===== src/rtl/tmr8_pkg.sv =====
package tmr8_pkg;

  localparam int REG_AW = 3;
  localparam int NFLG   = 2;
  localparam int FLG_CMP = 0;
  localparam int FLG_OVF = 1;

  typedef enum logic [REG_AW-1:0] {
    A_CTRL = 3'd0,
    A_CNT  = 3'd1,
    A_CMPB = 3'd2,
    A_CMPA = 3'd3,
    A_FLG  = 3'd4,
    A_MSK  = 3'd5
  } reg_addr_e;

  // packed MSB first: buf_en is bit 3, clr_on_cmp is bit 0
  typedef struct packed {
    logic buf_en;
    logic toggle_en;
    logic down;
    logic clr_on_cmp;
  } ctrl_t;

  localparam int CTRL_W = $bits(ctrl_t);

endpackage


===== src/rtl/tmr8_regs.sv =====
module tmr8_regs
  import tmr8_pkg::*;
#(
  parameter int W = 8
) (
  input  logic              clk,
  input  logic              rst_n,
  input  logic              we,
  input  logic [REG_AW-1:0] addr,
  input  logic [W-1:0]      wdata,
  input  logic [W-1:0]      cnt,
  input  logic              hit,
  input  logic              wrap,
  input  logic              ack_cmp,
  input  logic              ack_ovf,
  output ctrl_t             ctrl,
  output logic [W-1:0]      cmp_act,
  output logic [NFLG-1:0]   flags,
  output logic [NFLG-1:0]   mask,
  output logic [W-1:0]      rdata,
  output logic              cnt_wr,
  output logic [W-1:0]      cnt_wdata
);

  logic [W-1:0]    cmp_buf;
  logic            wr_ctrl, wr_cmp, wr_flg, wr_msk;
  logic [NFLG-1:0] set_v, clr_v;

  assign wr_ctrl   = we && (addr == A_CTRL);
  assign wr_cmp    = we && (addr == A_CMPB);
  assign wr_flg    = we && (addr == A_FLG);
  assign wr_msk    = we && (addr == A_MSK);
  assign cnt_wr    = we && (addr == A_CNT);
  assign cnt_wdata = wdata;

  always_ff @(posedge clk or negedge rst_n) begin
    if (!rst_n) begin
      ctrl <= '0;
      mask <= '0;
    end else begin
      if (wr_ctrl) ctrl <= ctrl_t'(wdata[CTRL_W-1:0]);
      if (wr_msk)  mask <= wdata[NFLG-1:0];
    end
  end

  // compare buffer and the active copy used by the counter
  always_ff @(posedge clk or negedge rst_n) begin
    if (!rst_n) begin
      cmp_buf <= '0;
      cmp_act <= '0;
    end else begin
      if (wr_cmp) cmp_buf <= wdata;
      if (wr_cmp && !ctrl.buf_en)      cmp_act <= wdata;
      else if (wrap && ctrl.buf_en)    cmp_act <= cmp_buf;
    end
  end

  assign set_v = {wrap, hit};
  assign clr_v = ({NFLG{wr_flg}} & wdata[NFLG-1:0]) | {ack_ovf, ack_cmp};

  for (genvar i = 0; i < NFLG; i++) begin : g_flag
    always_ff @(posedge clk or negedge rst_n) begin
      if (!rst_n)        flags[i] <= 1'b0;
      else if (set_v[i]) flags[i] <= 1'b1;
      else if (clr_v[i]) flags[i] <= 1'b0;
    end
  end

  always_comb begin
    rdata = '0;
    case (addr)
      A_CTRL:  rdata = {{(W-CTRL_W){1'b0}}, ctrl};
      A_CNT:   rdata = cnt;
      A_CMPB:  rdata = cmp_buf;
      A_CMPA:  rdata = cmp_act;
      A_FLG:   rdata = {{(W-NFLG){1'b0}}, flags};
      A_MSK:   rdata = {{(W-NFLG){1'b0}}, mask};
      default: rdata = '0;
    endcase
  end

endmodule


===== src/rtl/tmr8_count.sv =====
module tmr8_count #(
  parameter int W = 8
) (
  input  logic         clk,
  input  logic         rst_n,
  input  logic         adv,
  input  logic         load,
  input  logic [W-1:0] load_val,
  input  logic         clr_on_cmp,
  input  logic         down,
  input  logic [W-1:0] cmp_act,
  output logic [W-1:0] cnt,
  output logic         wrap,
  output logic         hit
);

  localparam logic [W-1:0] MAXV = '1;
  localparam logic [W-1:0] ZERO = '0;
  localparam logic [W-1:0] ONE  = W'(1);

  logic [W-1:0] top_v;
  logic         at_end;

  assign top_v  = clr_on_cmp ? cmp_act : MAXV;
  // an up count above TOP still ends at MAX by natural rollover
  assign at_end = down ? (cnt == ZERO) : ((cnt == top_v) || (cnt == MAXV));
  assign wrap   = adv && at_end;
  assign hit    = adv && (cnt == cmp_act);

  always_ff @(posedge clk or negedge rst_n) begin
    if (!rst_n)      cnt <= ZERO;
    else if (load)   cnt <= load_val;
    else if (adv) begin
      if (down) cnt <= at_end ? top_v : cnt - ONE;
      else      cnt <= at_end ? ZERO  : cnt + ONE;
    end
  end

endmodule


===== src/rtl/tmr8_wave.sv =====
module tmr8_wave (
  input  logic clk,
  input  logic rst_n,
  input  logic hit,
  input  logic toggle_en,
  output logic wave
);

  always_ff @(posedge clk or negedge rst_n) begin
    if (!rst_n)                wave <= 1'b0;
    else if (hit && toggle_en) wave <= ~wave;
  end

endmodule


===== src/rtl/tmr8_cmp.sv =====
module tmr8_cmp
  import tmr8_pkg::*;
#(
  parameter int W  = 8,
  parameter int SW = 3
) (
  input  logic              clk,
  input  logic              rst_n,
  input  logic              reg_we,
  input  logic [REG_AW-1:0] reg_addr,
  input  logic [W-1:0]      reg_wdata,
  output logic [W-1:0]      reg_rdata,
  input  logic              tick_en,
  input  logic [SW-1:0]     clk_sel,
  input  logic              ack_cmp,
  input  logic              ack_ovf,
  output logic              wave_out,
  output logic              irq
);

  ctrl_t           ctrl;
  logic [W-1:0]    cnt, cmp_act, cnt_wdata;
  logic [NFLG-1:0] flags, mask;
  logic            cnt_wr, tick_q, adv, wrap, hit;

  assign tick_q = tick_en && (clk_sel != '0);
  assign adv    = tick_q && !cnt_wr;

  tmr8_regs #(.W(W)) u_regs (
    .clk       (clk),
    .rst_n     (rst_n),
    .we        (reg_we),
    .addr      (reg_addr),
    .wdata     (reg_wdata),
    .cnt       (cnt),
    .hit       (hit),
    .wrap      (wrap),
    .ack_cmp   (ack_cmp),
    .ack_ovf   (ack_ovf),
    .ctrl      (ctrl),
    .cmp_act   (cmp_act),
    .flags     (flags),
    .mask      (mask),
    .rdata     (reg_rdata),
    .cnt_wr    (cnt_wr),
    .cnt_wdata (cnt_wdata)
  );

  tmr8_count #(.W(W)) u_count (
    .clk        (clk),
    .rst_n      (rst_n),
    .adv        (adv),
    .load       (cnt_wr),
    .load_val   (cnt_wdata),
    .clr_on_cmp (ctrl.clr_on_cmp),
    .down       (ctrl.down),
    .cmp_act    (cmp_act),
    .cnt        (cnt),
    .wrap       (wrap),
    .hit        (hit)
  );

  tmr8_wave u_wave (
    .clk       (clk),
    .rst_n     (rst_n),
    .hit       (hit),
    .toggle_en (ctrl.toggle_en),
    .wave      (wave_out)
  );

  assign irq = |(flags & mask);

endmodule


===== config.mk =====
export PLATFORM = sky130hd
export DESIGN_NAME = tmr8_cmp
export DESIGN_NICKNAME = d
export VERILOG_FILES = /design/src/rtl/tmr8_pkg.sv /design/src/rtl/tmr8_regs.sv /design/src/rtl/tmr8_count.sv /design/src/rtl/tmr8_wave.sv /design/src/rtl/tmr8_cmp.sv
export SDC_FILE = /design/constraint.sdc
export NUM_CORES = 1
export LEC_CHECK = 0
export ABC_CLOCK_PERIOD_IN_PS = 3020
export BUFFER_PORTS_ARGS = -buffer_cell sky130_fd_sc_hd__buf_4
export CORE_UTILIZATION = 50
export DETAILED_ROUTE_END_ITERATION = 10
export GPL_ROUTABILITY_DRIVEN = 0
export PLACE_DENSITY = 0.7
export SLEW_MARGIN = 20
export SYNTH_ARGS = -nofsm -noshare
export SYNTH_HDL_FRONTEND = slang
export SYNTH_HIERARCHICAL = 1
export SYNTH_SLANG_ARGS = --single-unit

===== constraint.sdc =====
create_clock -name clk -period 3.02 [get_ports clk]
set_input_delay 0.604 -clock clk [delete_from_list [all_inputs] [get_ports clk]]
set_output_delay 0.604 -clock clk [all_outputs]
set_load 0.02 [all_outputs]

# == After elaboration in Yosys (flattened, before gate mapping) ==
# Cells that the tools add are included.
# word_totals
register_bits,33
in_bits,20
elab_cells,62
# op_classes
addsub,2
n_eq_ne,8
n_mux,14
bitwise,4
n_reduce_logical,23
# op_table
op,count
8-bit 2-to-1 mux,8
8-bit case mux with 6 select lines,1
8-bit equality test,2
1-bit logical AND,12
8-bit by 1-bit adder with 8-bit output (second input constant),1
8-bit equality test (second input constant),1
8-bit logical NOT,1
2-bit nonzero test,4
8-bit by 1-bit subtractor with 8-bit output (second input constant),1
3-bit by 2-bit equality test with 1-bit output (second input constant),2
3-bit equality test (second input constant),2
1-bit 2-to-1 mux,5
2-bit bitwise AND,2
3-bit by 1-bit equality test with 1-bit output (second input constant),1
3-bit logical NOT,1
3-bit nonzero test,1
1-bit logical NOT,2
2-bit bitwise OR,1
2-bit OR reduction,1
1-bit logical OR,1
1-bit NOT,1

# == Depth between registers and ports, before layout ==
# logic_depth
ltp_word,8
depth_mapped,13
depth_no_buf,10

# == Cells and area by module ==
# The synthesis kept the hierarchy.
# modules_own_cells
module,instances,cells_per_inst,area_per_inst_um2,seq_area_each_um2
tmr8_regs,1,137,1418.9,600.6
tmr8_count,1,160,1117.3,200.2
tmr8_wave,1,3,37.5,25.0
tmr8_cmp,1,3,31.3,0.0

# == Least setup slack after synthesis ==
# OpenSTA, ideal clock, no wires.
# synth_path
path_type,register to register
start,register u_count.cnt[6]
end,register u_regs.cmp_act[3]
setup_time_ps,65
arrival_ps,2408
required_time_ps,2955
slack_ps,546
stages_incl_launch_ff,12
period_less_slack_ps,2474
cell_sequence,dfrtp_1 > buf_6 > or4_4 > or3_1 > buf_2 > nand2_1 > nand2_1 > nor2_1 > and2_1 > clkbuf_1 > a32o_1 > a31o_1
# synth_via
elab_chain_len,6
word_cells_on_any_way,8
classes_between,2 x eq/ne; 1 x mux; 5 x reduce/logical
# synth_lines
element,line,text
start: declaration,tmr8_count.sv:12,"output logic [W-1:0] cnt,"
start signal: assignment,tmr8_count.sv:32,else if (load) cnt <= load_val;
start signal: assignment,tmr8_count.sv:34,if (down) cnt <= at_end ? top_v : cnt - ONE;
start signal: assignment,tmr8_count.sv:35,else cnt <= at_end ? ZERO : cnt + ONE;
8-bit equality test,tmr8_count.sv:26,assign at_end = down ? (cnt == ZERO) : ((cnt == top_v) || (cnt == MAXV));
1-bit logical OR,tmr8_count.sv:26,
1-bit 2-to-1 mux (*),tmr8_count.sv:26,
1-bit logical AND (*),tmr8_count.sv:27,assign wrap = adv && at_end;
named net wrap,tmr8_cmp.sv:24,"logic cnt_wr, tick_q, adv, wrap, hit;"
1-bit logical AND (*),tmr8_regs.sv:54,else if (wrap && ctrl.buf_en) cmp_act <= cmp_buf;
2-bit nonzero test (no line) (*),--,
end signal: assignment,tmr8_regs.sv:53,if (wr_cmp && !ctrl.buf_en) cmp_act <= wdata;
end signal: assignment,tmr8_regs.sv:54,
end: declaration,tmr8_regs.sv:17,"output logic [W-1:0] cmp_act,"
# Mark *: on every way through the listed nets, which the timed path passes. The rest lies on a longest branch.
# A chain may end at the register's enable or synchronous reset.

# == Worst setup path in the final report ==
# layout_path
start,register u_count.cnt[6]
end,register u_regs.cmp_act[6]
# The elaborated chain is that of the path after synthesis.

==> impl_metrics.ini <==
[cells_and_area]
layout-drive-gt1-share_pct = 19.9
syn2layout_area_growth_pct = 11.3
fill_cells = 451
layout.cells.non_filler = 384
fin_nets = 338
regArea_um2 = 826
multi_input_area_mm2 = 0.00157
antenna_cells = 0

[yosys]
postSynth.asyncResetShare_pct = 100
synthTopCellsByArea = dfrtp_1, nand2_1, mux2_1
synth_top_area_cell = dfrtp_1
syn_area_mm2 = 0.00260
synth_common_cells = nand2_1, dfrtp_1, a21oi_1, nor2_1
avgSynthCellArea_um2 = 8.60
synth_edf_count = 0
syn_inst = 303
synth_top_area_share_pct = 31.7
yosys_warnings = 6
synth_most_common_cell = nand2_1
synthFlopType = dfrtp_1
ys_ff_latch = 33
yosysUniqueCellTypes = 56
syn_nets = 325
yosysSeqAreaShare_pct = 31.7

[clock_network]
ctsHoldBuffers = 0
clockBufferDepth = 2
cts_tree = done
clk_latency_ns = 0.29
cts_sinks = 33
cts_made_buffers = 5
htree_num_levels = 2
postCtsSetupBuffers = 0
clkTransAtPathRegs_ns = 0.07
cts_root_buf = clkbuf_8
cts_resized = 0

[drt]
drtIter0Drc = 320
detail_route.first_pass.iterations = 6
drt-total-wl_mm = 6.58
drc = 0
final_antenna_net_count = 0
wire_per_inst_um = 17.1
dr_total_vias = 2343
vias_per_cell = 6.10

[global_route]
grt_use_total_pct = 26.5
use_met1_pct = 37.4
overflow = 0
grt_pass1_vias = 2139
use_met3_pct = 2.98
grt_pass1_wl_mm = 11.0
gr-usage-met2_pct = 43.5
antenna_found_initial = 0
grt_max_degree = 34
top_usage_layer = met2

[worst_setup_path]
path_class = flip-flop to flip-flop
path_cells = or4_4, or3_1, nand2_1, nand2_1, nor2_1, nor2b_1, a222oi_1, o21ai_1
start_kind = flip-flop
critPathTopFamily = simple AND/OR/NAND/NOR gates
worst-path-buf-inv = 0
cp.required_ns = 3.17
slowest_delay_ns = 0.61
cpMaxStageDelayCell = or4_4
critPathMaxFanout = 9
crit_top_cell = nand2_1
worst-endpoint-arrival_ns = 2.99
cp-end-kind = flip-flop

[power]
vdd_drop_max_mv = 0.355
p_leak_nw = 1.24
p_per_area_mw_per_mm2 = 769

[timing]
drv_slew = 0
max_slew_margin_pct = 51.8
timing.final.ws_setup_ns = 0.180
worstMarginPinSlew_ns = 0.721
max_freq_mhz = 352
period_share_pct = 94.0
tns_ns = 0
timing.hold.ws_ns = 0.248
setup_viol = 0
hold_violations = 0
fin_crit_ns = 2.84
rsz0062_at_grt = false
fin_skew_ns = 0.00570

[die]
core_mm2 = 0.00488
dieArea_mm2 = 0.00550
die_h_um = 74.2
start_util_pct = 53.4
die_w_um = 74.2
boundaryPins = 30
num_rows = 25

[placed_design]
hpwl_mm = 4.79
post-place-ws_ns = 0.270
portBuffers = 29
dpl.cell_count = 376

[run_status]
outcome = finished, final reports clean

[worst_hold_path]
min_path_type = primary input to asynchronous set/reset pin

[job]
drv_cap = 0
==> sequential cells by signal, indices dropped and copies added (netlist names) <==
register,flops
u_count/cnt,8
u_regs/cmp_act,8
u_regs/cmp_buf,8
u_regs/ctrl,4
u_regs/flags,2
u_regs/mask,2
u_wave/wave,1
==> final timing paths <==
path | from | cells after the start | slack [ns] | to
worst max-delay path | u_count/cnt[6] | 8 | 0.18 | u_regs/cmp_act[6]
worst min-delay path | rst_n | 1 | 0.25 | u_count/cnt[2]
worst max register to register | u_count/cnt[6] | 8 | 0.18 | u_regs/cmp_act[6]
worst min register to register | u_wave/wave | 1 | 0.49 | u_wave/wave
max in group asynchronous | rst_n | 1 | 2.45 | u_regs/cmp_act[6]
min in group clk | u_wave/wave | 1 | 0.49 | u_wave/wave
==> cells in the final DEF, fill, tap and decap left out, types with 6 or more instances in the layout <==
| cell type | n |
|---|---|
| a21oi_1 | 18 |
| xor2_1 | 8 |
| clkbuf_8 | 6 |
| nor2b_1 | 9 |
| nor3_1 | 9 |
| nand2b_1 | 8 |
| inv_1 | 8 |
| buf_4 | 37 |
| o21ai_0 | 10 |
| nand2_1 | 41 |
| nor2_1 | 18 |
| dfrtp_1 | 33 |
| o21ai_1 | 7 |
| mux2_1 | 10 |
| nand3_1 | 9 |
==> per-stage QoR <==
stage / util, % / instance area [um2] / total power [mW]
CTS: 59.4 / 2900 / 2.22
global placement: 57.0 / 2780 / 1.76
global route: 59.4 / 2900 / 2.38
detailed placement: 57.0 / 2780 / 1.78
floorplan: - / 2610 / 1.52
finish: 59.4 / 2900 / 2.23
==> final cells by class <==
class                           count  share of cell area [%]
Sequential cell                    33                    28.5
Multi-Input combinational cell    231                    54.0
Clock inverter                      1                    1.04
Clock buffer                        7                    2.98
Tap cell                           67                    2.89
Inverter                            8                    1.04
Timing Repair Buffer               37                    9.58
==> kinds of logic after synthesis <==
kind of cell	share of synthesized area, %
XOR/XNOR	4.37
AO/OA/AOI/OAI	18.3
buffers and inverters	8.41
multiplexers	9.08
adder cells (fa/ha/maj)	0.960
AND/OR/NAND/NOR	27.2
flip-flops	31.7
==> routing by layer <==
metal	wire, um	up-vias	part of all wire [%]
met5	0	-	0
met4	43	0	0.65
met3	315	4	4.8
met2	3140	79	48
met1	3080	1143	47
li1	-	1117	-
==> report_power, final <==
part	internal, mW	switching [mW]
clock network	0.269	0.170
logic	0.467	0.485
registers	0.574	0.265
(Power assumes the default switching activity.)
